[src/rtl/sop_pkg.sv]
package sop_pkg;
  // instruction slice seen by the block
  localparam int INSTR_W   = 12;
  localparam int FORM_BIT  = 4;
  localparam int MODE_LO   = 5;
  localparam int AMT_LO    = 7;
  localparam int IMM_AMT_W = INSTR_W - AMT_LO;
  localparam int ROT_LO    = 8;
  localparam int ROT_W     = INSTR_W - ROT_LO;
  localparam int IMM8_W    = 8;
  localparam int RS_W      = 8;

  typedef enum logic [1:0] {
    SM_LSL = 2'd0,
    SM_LSR = 2'd1,
    SM_ASR = 2'd2,
    SM_ROR = 2'd3
  } smode_e;

  typedef enum logic [2:0] {
    SK_PASS,
    SK_LSL,
    SK_LSR,
    SK_ASR,
    SK_ROR,
    SK_RRX
  } shk_e;

  typedef enum logic [1:0] {
    SC_NORM,
    SC_FULL,
    SC_OVER
  } shc_e;

  function automatic shk_e mode_kind(input logic [1:0] m);
    case (m)
      SM_LSL:  return SK_LSL;
      SM_LSR:  return SK_LSR;
      SM_ASR:  return SK_ASR;
      default: return SK_ROR;
    endcase
  endfunction
endpackage

[src/rtl/sop_decode.sv]
module sop_decode
  import sop_pkg::*;
#(
  parameter int DATA_W = 32
) (
  input  logic                       rot_imm,
  input  logic [INSTR_W-1:0]         instr,
  input  logic [DATA_W-1:0]          rm_val,
  input  logic [RS_W-1:0]            rs_low,
  output logic [DATA_W-1:0]          src,
  output shk_e                       kind,
  output shc_e                       cls,
  output logic [$clog2(DATA_W)-1:0]  amt
);
  localparam int AMT_W = $clog2(DATA_W);
  localparam logic [RS_W-1:0] W_RS = RS_W'(DATA_W);

  logic [1:0]           mode;
  logic [IMM_AMT_W-1:0] imm_amt;
  logic [ROT_W-1:0]     rot;
  logic [IMM8_W-1:0]    imm8;
  logic [AMT_W-1:0]     rs_part;

  assign mode    = instr[MODE_LO +: 2];
  assign imm_amt = instr[AMT_LO +: IMM_AMT_W];
  assign rot     = instr[ROT_LO +: ROT_W];
  assign imm8    = instr[IMM8_W-1:0];
  assign rs_part = rs_low[AMT_W-1:0];

  // constant-amount form
  shk_e             k_i;
  shc_e             c_i;
  logic [AMT_W-1:0] a_i;
  always_comb begin
    k_i = mode_kind(mode);
    c_i = SC_NORM;
    a_i = AMT_W'(imm_amt);
    if (imm_amt == '0) begin
      case (mode)
        SM_LSL:  k_i = SK_PASS;
        SM_LSR:  c_i = SC_FULL;
        SM_ASR:  c_i = SC_FULL;
        default: k_i = SK_RRX;
      endcase
    end
  end

  // register-amount form
  shk_e             k_r;
  shc_e             c_r;
  logic [AMT_W-1:0] a_r;
  always_comb begin
    k_r = mode_kind(mode);
    c_r = SC_NORM;
    a_r = rs_part;
    if (rs_low == '0) begin
      k_r = SK_PASS;
    end else begin
      case (mode)
        SM_LSL, SM_LSR: begin
          if (rs_low == W_RS)     c_r = SC_FULL;
          else if (rs_low > W_RS) c_r = SC_OVER;
        end
        SM_ASR: begin
          if (rs_low >= W_RS) c_r = SC_FULL;
        end
        default: begin
          if (rs_part == '0) c_r = SC_FULL;
        end
      endcase
    end
  end

  // rotated-constant form
  shk_e             k_c;
  logic [AMT_W-1:0] a_c;
  always_comb begin
    a_c = AMT_W'({rot, 1'b0});
    k_c = (rot == '0) ? SK_PASS : SK_ROR;
  end

  // form select
  always_comb begin
    if (rot_imm) begin
      src  = {{(DATA_W-IMM8_W){1'b0}}, imm8};
      kind = k_c;
      cls  = SC_NORM;
      amt  = a_c;
    end else if (instr[FORM_BIT]) begin
      src  = rm_val;
      kind = k_r;
      cls  = c_r;
      amt  = a_r;
    end else begin
      src  = rm_val;
      kind = k_i;
      cls  = c_i;
      amt  = a_i;
    end
  end
endmodule

[src/rtl/sop_barrel.sv]
module sop_barrel #(
  parameter int DATA_W = 32
) (
  input  logic [DATA_W-1:0]          din,
  input  logic [$clog2(DATA_W)-1:0]  amt,
  input  logic                       rotate,
  input  logic                       fill,
  output logic [DATA_W-1:0]          dout
);
  localparam int AMT_W = $clog2(DATA_W);

  logic [DATA_W-1:0] stg [0:AMT_W];
  assign stg[0] = din;

  for (genvar s = 0; s < AMT_W; s++) begin : g_stage
    localparam int STEP = 2 ** s;
    logic [STEP-1:0] hi;
    assign hi = rotate ? stg[s][STEP-1:0] : {STEP{fill}};
    assign stg[s+1] = amt[s] ? {hi, stg[s][DATA_W-1:STEP]} : stg[s];
  end

  assign dout = stg[AMT_W];
endmodule

[src/rtl/sop_shift_unit.sv]
module sop_shift_unit
  import sop_pkg::*;
#(
  parameter int DATA_W = 32
) (
  input  logic [DATA_W-1:0]          src,
  input  logic                       c_in,
  input  shk_e                       kind,
  input  shc_e                       cls,
  input  logic [$clog2(DATA_W)-1:0]  amt,
  output logic [DATA_W-1:0]          val,
  output logic                       cout
);
  localparam int AMT_W = $clog2(DATA_W);

  logic [DATA_W-1:0] rev_src, orient, bar_out, rev_out, shifted;
  logic [AMT_W-1:0]  amt_m1;
  logic              lost;
  logic              is_left;

  assign is_left = (kind == SK_LSL);

  always_comb begin
    for (int i = 0; i < DATA_W; i++) begin
      rev_src[i] = src[DATA_W-1-i];
      rev_out[i] = bar_out[DATA_W-1-i];
    end
  end

  // left shifts run through the right-shifting network bit-reversed
  assign orient = is_left ? rev_src : src;

  sop_barrel #(.DATA_W(DATA_W)) u_barrel (
    .din    (orient),
    .amt    (amt),
    .rotate (kind == SK_ROR),
    .fill   ((kind == SK_ASR) && src[DATA_W-1]),
    .dout   (bar_out)
  );

  assign shifted = is_left ? rev_out : bar_out;
  assign amt_m1  = amt - AMT_W'(1);
  assign lost    = orient[amt_m1];

  always_comb begin
    val  = src;
    cout = c_in;
    case (kind)
      SK_PASS: begin
        val  = src;
        cout = c_in;
      end
      SK_RRX: begin
        val  = {c_in, src[DATA_W-1:1]};
        cout = src[0];
      end
      SK_ROR: begin
        val  = shifted;
        cout = shifted[DATA_W-1];
      end
      SK_LSL, SK_LSR, SK_ASR: begin
        case (cls)
          SC_NORM: begin
            val  = shifted;
            cout = lost;
          end
          SC_FULL: begin
            if (kind == SK_ASR) begin
              val  = {DATA_W{src[DATA_W-1]}};
              cout = src[DATA_W-1];
            end else begin
              val  = '0;
              cout = is_left ? src[0] : src[DATA_W-1];
            end
          end
          default: begin
            val  = '0;
            cout = 1'b0;
          end
        endcase
      end
      default: begin
        val  = src;
        cout = c_in;
      end
    endcase
  end
endmodule

[src/rtl/shifter_operand_gen.sv]
module shifter_operand_gen
  import sop_pkg::*;
#(
  parameter int DATA_W = 32
) (
  input  logic                 clk,
  input  logic                 rst_n,
  input  logic                 en,
  input  logic                 rot_imm,
  input  logic [11:0]          instr,
  input  logic [DATA_W-1:0]    rm_val,
  input  logic [7:0]           rs_low,
  input  logic                 c_in,
  output logic [DATA_W-1:0]    op_out,
  output logic                 c_out
);
  localparam int AMT_W = $clog2(DATA_W);

  // reset: asserted asynchronously, released on the clock
  logic rst_meta, rst_sync_n;
  always_ff @(posedge clk or negedge rst_n) begin
    if (!rst_n) begin
      rst_meta   <= 1'b0;
      rst_sync_n <= 1'b0;
    end else begin
      rst_meta   <= 1'b1;
      rst_sync_n <= rst_meta;
    end
  end

  logic [DATA_W-1:0] src;
  shk_e              kind;
  shc_e              cls;
  logic [AMT_W-1:0]  amt;
  logic [DATA_W-1:0] unit_val;
  logic              unit_c;

  sop_decode #(.DATA_W(DATA_W)) u_decode (
    .rot_imm (rot_imm),
    .instr   (instr),
    .rm_val  (rm_val),
    .rs_low  (rs_low),
    .src     (src),
    .kind    (kind),
    .cls     (cls),
    .amt     (amt)
  );

  sop_shift_unit #(.DATA_W(DATA_W)) u_unit (
    .src  (src),
    .c_in (c_in),
    .kind (kind),
    .cls  (cls),
    .amt  (amt),
    .val  (unit_val),
    .cout (unit_c)
  );

  logic [DATA_W-1:0] op_q, op_d;
  logic              c_q, c_d;

  always_comb begin
    op_d = op_q;
    c_d  = c_q;
    if (en) begin
      op_d = unit_val;
      c_d  = unit_c;
    end
  end

  always_ff @(posedge clk or negedge rst_sync_n) begin
    if (!rst_sync_n) begin
      op_q <= '0;
      c_q  <= 1'b0;
    end else begin
      op_q <= op_d;
      c_q  <= c_d;
    end
  end

  assign op_out = op_q;
  assign c_out  = c_q;
endmodule

[config.mk]
export PLATFORM = sky130hd
export DESIGN_NAME = shifter_operand_gen
export DESIGN_NICKNAME = d
export VERILOG_FILES = /design/src/rtl/sop_pkg.sv /design/src/rtl/sop_decode.sv /design/src/rtl/sop_barrel.sv /design/src/rtl/sop_shift_unit.sv /design/src/rtl/shifter_operand_gen.sv
export SDC_FILE = /design/constraint.sdc
export NUM_CORES = 1
export LEC_CHECK = 0
export ABC_CLOCK_PERIOD_IN_PS = 1100
export BUFFER_PORTS_ARGS = -buffer_cell sky130_fd_sc_hd__buf_2
export CAP_MARGIN = 10
export CORE_MARGIN = 3
export CORE_UTILIZATION = 55
export DETAILED_ROUTE_END_ITERATION = 7
export PLACE_DENSITY = 0.8
export RECOVER_POWER = 100
export SLEW_MARGIN = 40
export SYNTH_ARGS = -nofsm -noshare
export SYNTH_HDL_FRONTEND = slang
export SYNTH_SLANG_ARGS = --single-unit
[constraint.sdc]
create_clock -name clk -period 1.1 [get_ports clk]
set_input_delay 0.055 -clock clk [delete_from_list [all_inputs] [get_ports clk]]
set_output_delay 0.055 -clock clk [all_outputs]
set_load 0.02 [all_outputs]
==> results of run 1 <==
through the flow:
stage / TNS [ps] / area (sq um) / hold slack, ps / util / cells
after CTS: -62900 / 11600 / 88.9 / 0.962 / 1624
after detailed placement: -81470 / 10300 / -158 / 0.858 / 1586
after global placement: -74070 / 10300 / -160 / 0.858 / 1586
after floorplan: -53630 / 6940 / -241 / - / 1022
layer usage:
| layer | track usage | GRT overflow |
|---|---|---|
| met1 | 0.933 | 45 |
| met5 | 0.726 | 10 |
| met2 | 1.20 | 599 |
| met3 | 0.853 | 57 |
| met4 | 1.16 | 307 |
cells by family after synthesis:
logic type	after synthesis
compound gates	427
simple gates	384
buf+inv	111
mux	54
flops	35
fa+ha+maj	6
xor+xnor	4
other cells	1
cell usage after synthesis (8+ instances only):
cell / instances
a311oi_1: 16
clkbuf_1: 62
nor3_1: 35
inv_1: 15
mux2i_1: 33
a21oi_1: 85
nand3_1: 54
o211ai_1: 22
nor2b_1: 22
buf_2: 20
and2_1: 10
a221oi_1: 13
mux2_2: 13
a31oi_1: 43
a211o_1: 10
mux4_2: 8
a211oi_1: 15
o22ai_1: 19
o21ai_0: 86
nand4_1: 14
dfrtp_1: 35
nor2_1: 89
o31ai_1: 13
o221ai_1: 11
a22oi_1: 12
nand2_1: 121
o21a_1: 9
timing repair:
item / 4_1_cts
cloned: 1
setup buffers: 33
hold endpoints to repair: 2
pin swaps: 64
endpoints found under the setup margin: 33
resized for setup: 201
hold buffers: 1
==> impl_metrics.xml, run 1 <==
<?xml version="1.0" encoding="UTF-8"?>
<metrics>
  <group name="synthesis">
    <metric name="largest_cells_by_area_after_synthesis" unit="">dfrtp_1 (13%), nand2_1 (6.7%), o21ai_0 (6.3%)</metric>
    <metric name="synth_top_flop_cell" unit="">dfrtp_1</metric>
    <metric name="syn_avg_cell_area" unit="sq um">6.66</metric>
    <metric name="synth_simple_gate_area_share" unit="">0.266</metric>
    <metric name="synth_top_area_frac" unit="">0.129</metric>
    <metric name="synth_enable_flop_cells" unit="">0</metric>
    <metric name="postSynthRegisterBits" unit="">35</metric>
    <metric name="synthesized_area_fraction_occupied_by_ao_oa_aoi_and_oai_cells" unit="">0.422</metric>
    <metric name="post_synth_mux_area_share" unit="">0.0965</metric>
    <metric name="netlist_instances" unit="">1022</metric>
    <metric name="seq_area_frac_synth" unit="">0.129</metric>
    <metric name="yosys.area_share.adder" unit="">0.0110</metric>
    <metric name="synth-async-reset-ratio" unit="">1.00</metric>
    <metric name="syn_nets" unit="">1085</metric>
    <metric name="syn_area" unit="sq mm">0.00681</metric>
    <metric name="synth_cell_type_count" unit="">78</metric>
    <metric name="synth_top_area_cell" unit="">dfrtp_1</metric>
    <metric name="synth_warnings" unit="">0</metric>
    <metric name="synth_xor_xnor_area_share" unit="">0.00515</metric>
    <metric name="dominant_combinational_cell_family_by_area_after_synthesis" unit="">compound AO/OA/AOI/OAI gates</metric>
  </group>
  <group name="global_routing">
    <metric name="overflow" unit="">1018</metric>
    <metric name="combined_global_route_utilization_of_all_metal_layers" unit="">1.02</metric>
    <metric name="first_global_vias" unit="">16500</metric>
    <metric name="first_pass_grt_wire_length" unit="um">104000</metric>
    <metric name="grt_max_degree" unit="">34</metric>
  </group>
  <group name="floorplan">
    <metric name="height_of_the_die" unit="um">117</metric>
    <metric name="core.rowCount" unit="">40</metric>
    <metric name="floorplan.io_pins" unit="">90</metric>
    <metric name="fp.dieW" unit="um">117</metric>
    <metric name="initial_core_util" unit="">0.564</metric>
  </group>
  <group name="placed_design">
    <metric name="finalWeightedCongestion" unit="">1.32</metric>
    <metric name="dp.final_hpwl" unit="um">34900</metric>
    <metric name="portBuffers" unit="">89</metric>
    <metric name="post-place-ws" unit="ps">-2830</metric>
  </group>
  <group name="clocking">
    <metric name="root_buffer" unit="">clkbuf_16</metric>
    <metric name="cts_max_level" unit="">2</metric>
    <metric name="clock-sinks" unit="">35</metric>
    <metric name="clock_path_buffers" unit="">2</metric>
    <metric name="cts_made_buffers" unit="">5</metric>
  </group>
  <group name="outcome">
    <metric name="run_status" unit="">stopped before the end</metric>
    <metric name="haltStage" unit="">global routing (5_1_grt)</metric>
    <metric name="tool.error" unit="">[ERROR GRT-0116] Global routing finished with congestion. Check the congestion regions in the DRC Viewer.</metric>
  </group>
</metrics>
==> inputs of run 2 (changes only) <==
--- a/config.mk
+++ b/config.mk
@@ -5,13 +5,13 @@
 export SDC_FILE = /design/constraint.sdc
 export NUM_CORES = 1
 export LEC_CHECK = 0
-export ABC_CLOCK_PERIOD_IN_PS = 1100
+export ABC_CLOCK_PERIOD_IN_PS = 1430
 export BUFFER_PORTS_ARGS = -buffer_cell sky130_fd_sc_hd__buf_2
 export CAP_MARGIN = 10
 export CORE_MARGIN = 3
-export CORE_UTILIZATION = 55
+export CORE_UTILIZATION = 40
 export DETAILED_ROUTE_END_ITERATION = 7
-export PLACE_DENSITY = 0.8
+export PLACE_DENSITY_LB_ADDON = 0.15
 export RECOVER_POWER = 100
 export SLEW_MARGIN = 40
 export SYNTH_ARGS = -nofsm -noshare
==> constraint.sdc (replaced) <==
create_clock -name clk -period 1.43 [get_ports clk]
set_input_delay 0.0715 -clock clk [delete_from_list [all_inputs] [get_ports clk]]
set_output_delay 0.0715 -clock clk [all_outputs]
set_load 0.02 [all_outputs]
==> run 2 against run 1 <==
The flow now finishes, with violations (negative setup slack). Synthesized area stayed put. Synthesized cell count is the same.
==> impl_metrics.xml, run 2 <==
<?xml version="1.0" encoding="UTF-8"?>
<metrics>
  <group name="clocking">
    <metric name="cts_max_level" unit="">2</metric>
    <metric name="root_buffer" unit="">clkbuf_16</metric>
    <metric name="cts_tree" unit="">done</metric>
    <metric name="clock-sinks" unit="">35</metric>
    <metric name="cts_made_buffers" unit="">5</metric>
    <metric name="clock_path_buffers" unit="">2</metric>
    <metric name="insertion_delay" unit="ps">290</metric>
    <metric name="path_clk_slew" unit="ps">60</metric>
  </group>
  <group name="finish">
    <metric name="syn_to_final_growth" unit="%">82.0</metric>
    <metric name="commonest_cells_after_routing_fill_and_taps_aside" unit="">buf_4 (405), nand2_1 (118), nor2_1 (78)</metric>
    <metric name="final_common_cell" unit="">buf_4</metric>
    <metric name="layout.nets" unit="">1540</metric>
    <metric name="flip_flop_count_of_the_largest_register_all_copies_and_words_added" unit="">32</metric>
    <metric name="num_antenna_cells" unit="">0</metric>
    <metric name="final_core_area_utilization" unit="">0.744</metric>
    <metric name="layoutNonFillerInstCount" unit="">1698</metric>
    <metric name="drive_above_1_share" unit="">0.497</metric>
  </group>
  <group name="route">
    <metric name="drtIter0Drc" unit="">1638</metric>
    <metric name="drt_wl_total" unit="um">43300</metric>
    <metric name="drc" unit="">0</metric>
    <metric name="drtAntennaViolNets" unit="">0</metric>
    <metric name="routedWlPerCell" unit="um">25.5</metric>
    <metric name="drtPass1Iterations" unit="">6</metric>
    <metric name="vias_after_detailed_routing" unit="">11400</metric>
    <metric name="viasPerCell" unit="">6.71</metric>
  </group>
  <group name="synthesis">
    <metric name="most_frequent_cell_after_synthesis" unit="">nand2_1</metric>
    <metric name="seq_area_frac_synth" unit="">0.129</metric>
    <metric name="synth_enable_flop_cells" unit="">0</metric>
    <metric name="syn_nets" unit="">1085</metric>
    <metric name="synth_cell_type_count" unit="">78</metric>
    <metric name="synth-async-reset-ratio" unit="">1.00</metric>
    <metric name="synth.cells.most_frequent" unit="">nand2_1 (121), nor2_1 (89), o21ai_0 (86), a21oi_1 (85), clkbuf_1 (62)</metric>
    <metric name="largest_cells_by_area_after_synthesis" unit="">dfrtp_1 (13%), nand2_1 (6.7%), o21ai_0 (6.3%)</metric>
    <metric name="postSynthRegisterBits" unit="">35</metric>
    <metric name="synth_top_area_cell" unit="">dfrtp_1</metric>
    <metric name="syn_area" unit="sq mm">0.00681</metric>
    <metric name="synth_warnings" unit="">0</metric>
    <metric name="netlist_instances" unit="">1022</metric>
    <metric name="synth_top_flop_cell" unit="">dfrtp_1</metric>
    <metric name="synth_top_area_frac" unit="">0.129</metric>
    <metric name="syn_avg_cell_area" unit="sq um">6.66</metric>
  </group>
  <group name="setup_path">
    <metric name="critical-path-slowest-cell" unit="">or4_4</metric>
    <metric name="timing.critical_path.to_type" unit="">flop</metric>
    <metric name="worstPathCellList" unit="">buf_8 -&gt; or4_4 -&gt; o21ai_4 -&gt; buf_6 -&gt; a211oi_4 -&gt; buf_6 -&gt; buf_8 -&gt; buf_16 -&gt; a21o_1 -&gt; buf_6 -&gt; a221oi_4 -&gt; o31ai_2 -&gt; o31ai_1 -&gt; buf_4 -&gt; a31oi_4 -&gt; mux2_4 -&gt; a211o_1 -&gt; o22ai_1</metric>
    <metric name="timing.critical_path.from" unit="">instr[9]</metric>
    <metric name="critPathRequiredTime" unit="ps">1640</metric>
    <metric name="timing.rr.start" unit="">op_out[20]</metric>
    <metric name="worst_ep_arrival_time" unit="ps">3410</metric>
    <metric name="timing_worst_setup_path_type" unit="">input port to flop</metric>
    <metric name="rr_worst_depth" unit="">5</metric>
    <metric name="timing.critical_path.to" unit="">op_out[16]</metric>
    <metric name="critical_path_peak_fanout" unit="">7</metric>
    <metric name="critical-path-top-cell-by-count" unit="">buf_6</metric>
    <metric name="minimum_setup_slack_among_reg_to_reg_paths" unit="ps">110</metric>
    <metric name="critical_path.top_delay_family" unit="">compound AO/OA/AOI/OAI gates</metric>
    <metric name="cpPeakStageDelay" unit="ps">560</metric>
    <metric name="critical_path_cell_count" unit="">18</metric>
    <metric name="critPathBufInv" unit="">7</metric>
    <metric name="timing.critical_path.from_type" unit="">input port</metric>
    <metric name="critical_path.reg2reg.endpoint" unit="">op_out[20]</metric>
  </group>
  <group name="floorplan">
    <metric name="floorplan.io_pins" unit="">90</metric>
    <metric name="fp.dieW" unit="um">136</metric>
    <metric name="height_of_the_die" unit="um">136</metric>
    <metric name="core_region_area" unit="sq mm">0.0166</metric>
    <metric name="core.rowCount" unit="">47</metric>
    <metric name="initial_core_util" unit="">0.409</metric>
    <metric name="die_area" unit="sq mm">0.0186</metric>
  </group>
  <group name="global_routing">
    <metric name="initial_antenna_violation_count" unit="">0</metric>
    <metric name="combined_global_route_utilization_of_all_metal_layers" unit="">0.436</metric>
    <metric name="grt_max_degree" unit="">42</metric>
    <metric name="first_global_vias" unit="">10300</metric>
    <metric name="first_pass_grt_wire_length" unit="um">61600</metric>
    <metric name="overflow" unit="">0</metric>
  </group>
  <group name="sta">
    <metric name="layout_worst_path_cycle_share" unit="">2.23</metric>
    <metric name="holdWs" unit="ps">99.8</metric>
    <metric name="rsz0062_at_grt" unit="">true</metric>
    <metric name="final-hold-violation-count" unit="">0</metric>
    <metric name="final-max-slew-violation-count" unit="">0</metric>
    <metric name="fmax" unit="MHz">313</metric>
    <metric name="finClkSkew" unit="ps">4.33</metric>
    <metric name="post-route-worst-setup-slack" unit="ps">-1770</metric>
    <metric name="max_slew_margin" unit="">0.384</metric>
    <metric name="setup_violators_final" unit="">33</metric>
    <metric name="worst_pin_slew" unit="ps">924</metric>
    <metric name="min_period" unit="ps">3200</metric>
  </group>
  <group name="placed_design">
    <metric name="post-place-ws" unit="ps">-2130</metric>
    <metric name="numPlacedInstances" unit="">1633</metric>
    <metric name="portBuffers" unit="">89</metric>
    <metric name="finalWeightedCongestion" unit="">1.12</metric>
    <metric name="dp.final_hpwl" unit="um">33200</metric>
  </group>
  <group name="power">
    <metric name="power_per_cell_area" unit="mW/mm^2">761</metric>
    <metric name="design_power_total" unit="W">0.00942</metric>
    <metric name="vdd_ir_drop_max" unit="mV">0.550</metric>
    <metric name="power.leakage" unit="nW">5.26</metric>
  </group>
  <group name="hold_path">
    <metric name="hold_path.class" unit="">input port to async pin</metric>
  </group>
  <group name="outcome">
    <metric name="violations" unit="">negative setup slack</metric>
    <metric name="run_status" unit="">finished, violations left</metric>
  </group>
  <group name="flow_run">
    <metric name="cap_violations" unit="">0</metric>
  </group>
</metrics>
## run 2: worst register-to-register path: stages (launching register included)
cell and delay, ps:
dfrtp_1 380, nor2b_1 150, a31oi_1 200, nand3_1 110
a221oi_1 250, a311oi_1 80
## run 2: worst min path at each step
stage | slack [ps] | end
4_1_cts | 90 | rst_meta
5_1_grt | 110 | rst_sync_n
2_1_floorplan | -220 | rst_meta
3_5_place_dp | -140 | rst_sync_n
3_3_place_gp | -140 | rst_meta
6_report | 100 | rst_meta
## run 2: cells by family (layout without fill, tap and decap cells)
family	Yosys count	in the layout	share of synthesized area
AO/OA/AOI/OAI	427	428	0.422
AND/OR/NAND/NOR	384	384	0.266
buffers and inverters	111	566	0.0704
multiplexers	54	54	0.0965
flip-flops	35	35	0.129
adder cells (fa/ha/maj)	6	6	0.0110
XOR/XNOR	4	4	0.00515
other	1	1	0.000551
## run 2: cell type report
type / instances / area (sq um)
fill: 1317 / 4260
sequential: 35 / 876
clock buffer: 5 / 125
tap: 220 / 275
inverter: 16 / 77.6
clock inverter: 3 / 43.8
multi-input combinational: 877 / 6800
timing repair buffer: 542 / 4190
## run 2: what timing repair did
item	in CTS	in global routing
hold buffers	1	0
endpoints found under the setup margin	33	33
gates resized for setup	115	181
endpoints found under the hold margin	2	0
buffers inserted	13	51
gates cloned	3	0
pin swaps	28	101
## run 2: metal layers
layer  vias to the layer above  track usage  wire (um)
met5                         -            0          0
met4                         0        0.251       3760
met3                       226       0.0947       5600
met2                       949        0.630      17400
met1                      5347        0.595      16500
li1                       4871            -          -
## run 2: report_power, final
| group | switching (W) | internal [W] | total (W) |
|---|---|---|---|
| Sequential | 0.000114 | 0.00118 | 0.00129 |
| Combinational | 0.00383 | 0.00301 | 0.00685 |
| Clock | 0.000463 | 0.000822 | 0.00129 |
| Total | 0.00441 | 0.00501 | 0.00942 |
## run 2: metrics by stage
stage | cell area, sq um | setup TNS, ps
6_report | 12400 | -53730
5_1_grt | 12400 | -55780
4_1_cts | 11200 | -50430
3_5_place_dp | 10400 | -64590
3_3_place_gp | 10400 | -63090
2_1_floorplan | 6940 | -43280
No activity file was read; power rests on OpenSTA's default activity.
==> inputs of run 3 (changes only) <==
--- a/config.mk
+++ b/config.mk
@@ -11,6 +11,7 @@
 export CORE_MARGIN = 3
 export CORE_UTILIZATION = 40
 export DETAILED_ROUTE_END_ITERATION = 7
+export GPL_TIMING_DRIVEN = 0
 export PLACE_DENSITY_LB_ADDON = 0.15
 export RECOVER_POWER = 100
 export SLEW_MARGIN = 40
==> run 3 against run 2 <==
The run still ends with negative setup slack left. Cell count down 15%. Hold slack improved by 8.8 ps. Worst setup slack worse by 25 ps. Critical path type unchanged. Largest cell class unchanged. Largest power group unchanged.
==> impl_metrics.xml, run 3 (synthesized netlist as in run 2, its figures left out) <==
<?xml version="1.0" encoding="UTF-8"?>
<metrics>
  <group name="floorplan">
    <metric name="core_region_area" unit="sq mm">0.0166</metric>
    <metric name="core.rowCount" unit="">47</metric>
    <metric name="initial_core_util" unit="">0.409</metric>
    <metric name="floorplan.io_pins" unit="">90</metric>
    <metric name="die_area" unit="sq mm">0.0186</metric>
    <metric name="fp.dieW" unit="um">136</metric>
    <metric name="height_of_the_die" unit="um">136</metric>
  </group>
  <group name="sta">
    <metric name="post-route-worst-setup-slack" unit="ps">-1790</metric>
    <metric name="layout_worst_path_cycle_share" unit="">2.25</metric>
    <metric name="max_slew_margin" unit="">0.425</metric>
    <metric name="holdWs" unit="ps">109</metric>
    <metric name="min_period" unit="ps">3220</metric>
    <metric name="finClkSkew" unit="ps">7.86</metric>
    <metric name="final-max-slew-violation-count" unit="">0</metric>
    <metric name="setup_violators_final" unit="">33</metric>
    <metric name="rsz0062_at_grt" unit="">true</metric>
    <metric name="final-hold-violation-count" unit="">0</metric>
    <metric name="fmax" unit="MHz">310</metric>
    <metric name="setup_tns" unit="ps">-53740</metric>
    <metric name="worst_pin_slew" unit="ps">859</metric>
  </group>
  <group name="setup_path">
    <metric name="critical-path-top-cell-by-count" unit="">mux2_4</metric>
    <metric name="worstPathCellList" unit="">buf_8 -&gt; nor4_4 -&gt; a31oi_4 -&gt; a211o_4 -&gt; buf_12 -&gt; nor2_8 -&gt; mux4_2 -&gt; a221o_1 -&gt; mux2_4 -&gt; mux2_4 -&gt; a221oi_2 -&gt; a21oi_1</metric>
    <metric name="timing_worst_setup_path_type" unit="">input port to flop</metric>
    <metric name="worst_ep_arrival_time" unit="ps">3390</metric>
    <metric name="timing.rr.start" unit="">op_out[20]</metric>
    <metric name="critical_path_peak_fanout" unit="">5</metric>
    <metric name="timing.critical_path.to_type" unit="">flop</metric>
    <metric name="critical-path-slowest-cell" unit="">mux4_2</metric>
    <metric name="rr_worst_depth" unit="">5</metric>
    <metric name="cpPeakStageDelay" unit="ps">650</metric>
    <metric name="critical_path.reg2reg.endpoint" unit="">op_out[20]</metric>
    <metric name="minimum_setup_slack_among_reg_to_reg_paths" unit="ps">-180</metric>
    <metric name="critPathRequiredTime" unit="ps">1600</metric>
    <metric name="timing.critical_path.from_type" unit="">input port</metric>
  </group>
  <group name="clocking">
    <metric name="root_buffer" unit="">clkbuf_16</metric>
    <metric name="cts_tree" unit="">done</metric>
    <metric name="path_clk_slew" unit="ps">60</metric>
    <metric name="clock-sinks" unit="">35</metric>
    <metric name="cts_made_buffers" unit="">5</metric>
    <metric name="clock_path_buffers" unit="">2</metric>
    <metric name="cts_max_level" unit="">2</metric>
    <metric name="insertion_delay" unit="ps">290</metric>
  </group>
  <group name="finish">
    <metric name="final_common_cell" unit="">nand2_1</metric>
    <metric name="fillCellCount" unit="">1470</metric>
    <metric name="commonest_cells_after_routing_fill_and_taps_aside" unit="">nand2_1 (111), buf_4 (80), nor2_1 (76)</metric>
    <metric name="multi_input_comb_area" unit="sq mm">0.00723</metric>
    <metric name="area.sequential" unit="sq um">877</metric>
    <metric name="syn_to_final_growth" unit="%">57.6</metric>
    <metric name="layout.nets" unit="">1281</metric>
    <metric name="flip_flop_count_of_the_largest_register_all_copies_and_words_added" unit="">32</metric>
    <metric name="drive_above_1_share" unit="">0.424</metric>
    <metric name="num_antenna_cells" unit="">0</metric>
    <metric name="final_cell_area" unit="sq mm">0.0107</metric>
    <metric name="layoutNonFillerInstCount" unit="">1439</metric>
  </group>
  <group name="route">
    <metric name="drc" unit="">0</metric>
    <metric name="drtPass1Iterations" unit="">6</metric>
    <metric name="drtAntennaViolNets" unit="">0</metric>
    <metric name="drt_wl_total" unit="um">45700</metric>
    <metric name="routedWlPerCell" unit="um">31.8</metric>
    <metric name="viasPerCell" unit="">7.60</metric>
    <metric name="vias_after_detailed_routing" unit="">10900</metric>
    <metric name="drtIter0Drc" unit="">2077</metric>
  </group>
  <group name="placed_design">
    <metric name="portBuffers" unit="">89</metric>
    <metric name="postPlaceCellArea" unit="sq mm">0.00767</metric>
    <metric name="numPlacedInstances" unit="">1331</metric>
    <metric name="dp.final_hpwl" unit="um">32700</metric>
    <metric name="finalWeightedCongestion" unit="">1.11</metric>
  </group>
  <group name="global_routing">
    <metric name="grt_max_degree" unit="">34</metric>
    <metric name="initial_antenna_violation_count" unit="">0</metric>
    <metric name="first_pass_grt_wire_length" unit="um">63800</metric>
    <metric name="overflow" unit="">0</metric>
    <metric name="first_global_vias" unit="">9777</metric>
    <metric name="combined_global_route_utilization_of_all_metal_layers" unit="">0.463</metric>
  </group>
  <group name="outcome">
    <metric name="violations" unit="">negative setup slack</metric>
    <metric name="run_status" unit="">finished, violations left</metric>
  </group>
  <group name="power">
    <metric name="power_per_cell_area" unit="mW/mm^2">810</metric>
    <metric name="power.leakage" unit="nW">3.95</metric>
    <metric name="vdd_ir_drop_max" unit="mV">0.500</metric>
  </group>
  <group name="hold_path">
    <metric name="hold_path.class" unit="">input port to async pin</metric>
  </group>
  <group name="flow_run">
    <metric name="cap_violations" unit="">0</metric>
  </group>
</metrics>
[run 3: cell types whose count changed in the layout (fill, tap and decap cells not counted), moves of 7 or more]
| cell | before | now |
|---|---|---|
| buf_12 | 16 | 9 |
| buf_4 | 405 | 80 |
| clkbuf_1 | 34 | 57 |
| clkbuf_2 | 1 | 29 |
| clkbuf_4 | 0 | 9 |
| mux2i_1 | 23 | 11 |
| mux2i_4 | 6 | 13 |
| nand2_1 | 118 | 111 |
| nor3_1 | 26 | 19 |
| o21ai_0 | 57 | 49 |
| o21ai_4 | 4 | 12 |
[run 3: cell type report]
cell class	instances	share of cell area
multi-input combinational	877	0.675
timing repair buffer	191	0.132
sequential	35	0.0818
buffer	92	0.0659
tap	220	0.0257
clock buffer	6	0.0120
inverter	16	0.00723
clock inverter	2	0.00117
[run 3: worst max path at each step]
stage,depth (start not counted),from,endpoint
after floorplan,12,instr[6],op_out[29]
after global placement,15,instr[6],op_out[9]
after detailed placement,15,instr[6],op_out[9]
after CTS,12,instr[8],op_out[2]
after global routing,14,instr[8],op_out[27]
final,12,instr[9],op_out[29]
[run 3: critical path, delay by kind of cell]
kind / cells / cell delay [ps]
multiplexers: 3 / 1270
AO/OA/AOI/OAI: 5 / 1290
buffers and inverters: 2 / 270
AND/OR/NAND/NOR: 2 / 480
[run 3: what timing repair did]
| action | in CTS | in global routing |
|---|---|---|
| gates cloned | 6 | 2 |
| hold buffers | 1 | 0 |
| buffers inserted | 64 | 30 |
| endpoints found under the hold margin | 2 | 0 |
| pin swaps | 68 | 97 |
| setup endpoints to repair | 33 | 33 |
| resized for setup | 345 | 142 |
[run 3: metal layers]
metal | GRT usage | routed length (um) | vias to the layer above
met4 | 0.261 | 4170 | 0
met5 | 0 | 0 | -
met3 | 0.180 | 7740 | 327
met1 | 0.607 | 16400 | 5101
met2 | 0.641 | 17400 | 1139
li1 | - | - | 4363
[run 3: per-stage QoR]
| stage | total power [W] | utilization | worst slack, ps |
|---|---|---|---|
| after floorplan | 0.00395 | - | -1520 |
| after global placement | 0.00555 | 0.460 | -3210 |
| after detailed placement | 0.00550 | 0.461 | -3170 |
| after CTS | 0.00780 | 0.594 | -1660 |
| after global routing | 0.00886 | 0.644 | -1780 |
| final | 0.00868 | 0.644 | -1790 |
[run 3: report_power, final]
part	internal, W	total, W	switching [W]	leakage, nW
combinational	0.00234	0.00629	0.00395	3.46
clock	0.000643	0.00108	0.000435	0.0669
sequential	0.00118	0.00131	0.000134	0.418
total	0.00416	0.00868	0.00452	3.95
==> inputs of run 4 (changes only) <==
--- a/config.mk
+++ b/config.mk
@@ -9,7 +9,7 @@
 export BUFFER_PORTS_ARGS = -buffer_cell sky130_fd_sc_hd__buf_2
 export CAP_MARGIN = 10
 export CORE_MARGIN = 3
-export CORE_UTILIZATION = 40
+export CORE_UTILIZATION = 30
 export DETAILED_ROUTE_END_ITERATION = 7
 export GPL_TIMING_DRIVEN = 0
 export PLACE_DENSITY_LB_ADDON = 0.15
==> run 4 against run 3 <==
The run still ends with negative setup slack left. Largest cell class unchanged. Hold slack better by 18 ps. Fmax up 0.64%. Cell count rose by 4.7%. Wire length rose by 9.3%. Non-clock buffer count is 8 higher. Design area is 1.7% higher. Die area increased by 32%. Sequential share of layout area down 0.15 points. Worst setup slack better by 20 ps. Global-route usage decreased by 7.7 points.
==> impl_metrics.xml, run 4 (synthesized netlist as in run 2, its figures left out) <==
<?xml version="1.0" encoding="UTF-8"?>
<metrics>
  <group name="floorplan">
    <metric name="core.rowCount" unit="">54</metric>
    <metric name="initial_core_util" unit="">0.309</metric>
    <metric name="core_region_area" unit="sq mm">0.0220</metric>
    <metric name="fp.dieW" unit="um">157</metric>
    <metric name="floorplan.io_pins" unit="">90</metric>
    <metric name="height_of_the_die" unit="um">157</metric>
    <metric name="die_area" unit="sq mm">0.0245</metric>
  </group>
  <group name="clocking">
    <metric name="root_buffer" unit="">clkbuf_16</metric>
    <metric name="insertion_delay" unit="ps">280</metric>
    <metric name="cts_made_buffers" unit="">5</metric>
    <metric name="cts_tree" unit="">done</metric>
    <metric name="clock_path_buffers" unit="">2</metric>
    <metric name="path_clk_slew" unit="ps">60</metric>
    <metric name="clock-sinks" unit="">35</metric>
    <metric name="cts_max_level" unit="">2</metric>
  </group>
  <group name="setup_path">
    <metric name="timing.critical_path.to_type" unit="">flop</metric>
    <metric name="critical_path.reg2reg.endpoint" unit="">op_out[20]</metric>
    <metric name="timing_worst_setup_path_type" unit="">input port to flop</metric>
    <metric name="critical_path.top_delay_family" unit="">multiplexers</metric>
    <metric name="worst_ep_arrival_time" unit="ps">3360</metric>
    <metric name="critical_path_peak_fanout" unit="">6</metric>
    <metric name="timing.critical_path.from_type" unit="">input port</metric>
    <metric name="cpPeakStageDelay" unit="ps">650</metric>
    <metric name="critPathBufInv" unit="">2</metric>
    <metric name="critical-path-top-cell-by-count" unit="">mux2_4</metric>
    <metric name="rr_worst_depth" unit="">5</metric>
    <metric name="worstPathCellList" unit="">buf_8 -&gt; nor4_4 -&gt; a31oi_4 -&gt; a211o_4 -&gt; buf_12 -&gt; nor2_8 -&gt; mux4_2 -&gt; a221o_1 -&gt; mux2_4 -&gt; mux2_4 -&gt; a221oi_2 -&gt; a21oi_2</metric>
    <metric name="timing.rr.start" unit="">op_out[20]</metric>
    <metric name="minimum_setup_slack_among_reg_to_reg_paths" unit="ps">-290</metric>
    <metric name="critical-path-slowest-cell" unit="">mux4_2</metric>
    <metric name="critPathRequiredTime" unit="ps">1590</metric>
  </group>
  <group name="route">
    <metric name="vias_after_detailed_routing" unit="">10700</metric>
    <metric name="drt_wl_total" unit="um">50000</metric>
    <metric name="drtIter0Drc" unit="">1395</metric>
    <metric name="drc" unit="">0</metric>
    <metric name="drtAntennaViolNets" unit="">0</metric>
    <metric name="viasPerCell" unit="">7.08</metric>
    <metric name="drtPass1Iterations" unit="">6</metric>
    <metric name="routedWlPerCell" unit="um">33.1</metric>
  </group>
  <group name="hold_path">
    <metric name="hold_path.class" unit="">input port to async pin</metric>
  </group>
  <group name="power">
    <metric name="vdd_ir_drop_max" unit="mV">0.447</metric>
    <metric name="power.leakage" unit="nW">3.99</metric>
    <metric name="design_power_total" unit="W">0.00881</metric>
    <metric name="power_per_cell_area" unit="mW/mm^2">807</metric>
  </group>
  <group name="sta">
    <metric name="min_period" unit="ps">3200</metric>
    <metric name="setup_tns" unit="ps">-53750</metric>
    <metric name="final-hold-violation-count" unit="">0</metric>
    <metric name="post-route-worst-setup-slack" unit="ps">-1770</metric>
    <metric name="fmax" unit="MHz">312</metric>
    <metric name="rsz0062_at_grt" unit="">true</metric>
    <metric name="holdWs" unit="ps">127</metric>
    <metric name="worst_pin_slew" unit="ps">867</metric>
    <metric name="layout_worst_path_cycle_share" unit="">2.24</metric>
    <metric name="setup_violators_final" unit="">33</metric>
    <metric name="max_slew_margin" unit="">0.422</metric>
    <metric name="finClkSkew" unit="ps">6.35</metric>
    <metric name="final-max-slew-violation-count" unit="">0</metric>
  </group>
  <group name="placed_design">
    <metric name="portBuffers" unit="">89</metric>
    <metric name="dp.final_hpwl" unit="um">37400</metric>
    <metric name="numPlacedInstances" unit="">1392</metric>
    <metric name="finalWeightedCongestion" unit="">1.06</metric>
    <metric name="post-place-ws" unit="ps">-3250</metric>
  </group>
  <group name="global_routing">
    <metric name="first_global_vias" unit="">9804</metric>
    <metric name="overflow" unit="">0</metric>
    <metric name="grt_max_degree" unit="">20</metric>
    <metric name="first_pass_grt_wire_length" unit="um">69400</metric>
    <metric name="combined_global_route_utilization_of_all_metal_layers" unit="">0.386</metric>
    <metric name="initial_antenna_violation_count" unit="">0</metric>
  </group>
  <group name="flow_run">
    <metric name="cap_violations" unit="">0</metric>
  </group>
  <group name="finish">
    <metric name="num_antenna_cells" unit="">0</metric>
    <metric name="drive_above_1_share" unit="">0.427</metric>
    <metric name="layout.nets" unit="">1289</metric>
    <metric name="commonest_cells_after_routing_fill_and_taps_aside" unit="">nand2_1 (113), buf_4 (93), nor2_1 (76)</metric>
    <metric name="syn_to_final_growth" unit="%">60.3</metric>
    <metric name="layoutNonFillerInstCount" unit="">1507</metric>
    <metric name="flip_flop_count_of_the_largest_register_all_copies_and_words_added" unit="">32</metric>
    <metric name="final_common_cell" unit="">nand2_1</metric>
    <metric name="fillCellCount" unit="">2196</metric>
  </group>
  <group name="outcome">
    <metric name="violations" unit="">negative setup slack</metric>
    <metric name="run_status" unit="">finished, violations left</metric>
  </group>
</metrics>
run 4: cell types whose count changed in the layout (fill, tap and decap cells not counted), sizes merged:
cell,delta
clkbuf,-7
buf,+15
run 4: what timing repair did:
item,CTS,global route
gates cloned,5,1
hold endpoints to repair,2,0
hold buffers,1,0
pin swaps,66,76
endpoints found under the setup margin,33,33
gates resized for setup,373,132
setup buffers,72,36
run 4: layout make-up:
class | instances | area, sq um | share of cell area
plain buffers | 90 | 694 | 0.0637
clock buffers | 6 | 129 | 0.0118
multi-input cells | 877 | 7310 | 0.670
repair buffers | 201 | 1460 | 0.133
well taps | 280 | 350 | 0.0321
inverters | 16 | 77.6 | 0.00711
clock inverters | 2 | 12.5 | 0.00115
flip-flops and latches | 35 | 876 | 0.0803
run 4: per-stage QoR:
step	utilization	area (sq um)
2_1_floorplan	-	6940
3_3_place_gp	0.351	7730
3_5_place_dp	0.354	7790
4_1_cts	0.461	10200
5_1_grt	0.495	10900
6_report	0.495	10900
run 4: metal layers:
layer | up-vias | share of wire | track usage
li1 | 4380 | - | -
met1 | 5185 | 0.40 | 0.547
met2 | 908 | 0.40 | 0.555
met3 | 199 | 0.13 | 0.0902
met4 | 2 | 0.066 | 0.173
met5 | - | 0.00090 | 0
run 4: where the power goes:
part,switching (W),internal [W]
Clock,0.000433,0.000643
Combinational,0.00406,0.00236
Sequential,0.000130,0.00118
Total,0.00462,0.00418
run 4: worst max-delay path by stage:
stage                  start    endpoint  slack (ps)  cells past startpoint
global route        instr[9]  op_out[29]       -1820                     14
floorplan           instr[6]  op_out[29]       -1520                     12
finish              instr[9]  op_out[29]       -1770                     12
detailed placement  instr[6]   op_out[9]       -3250                     15
CTS                 instr[8]  op_out[29]       -1730                     12
global placement     rot_imm  op_out[14]       -3370                     13
run 4: worst register-to-register path: stages (launching register included):
cell	delay, ps
dfrtp_1	370
nor2b_1	160
a31oi_1	290
nand3_1	230
a221oi_2	410
a311oi_2	100
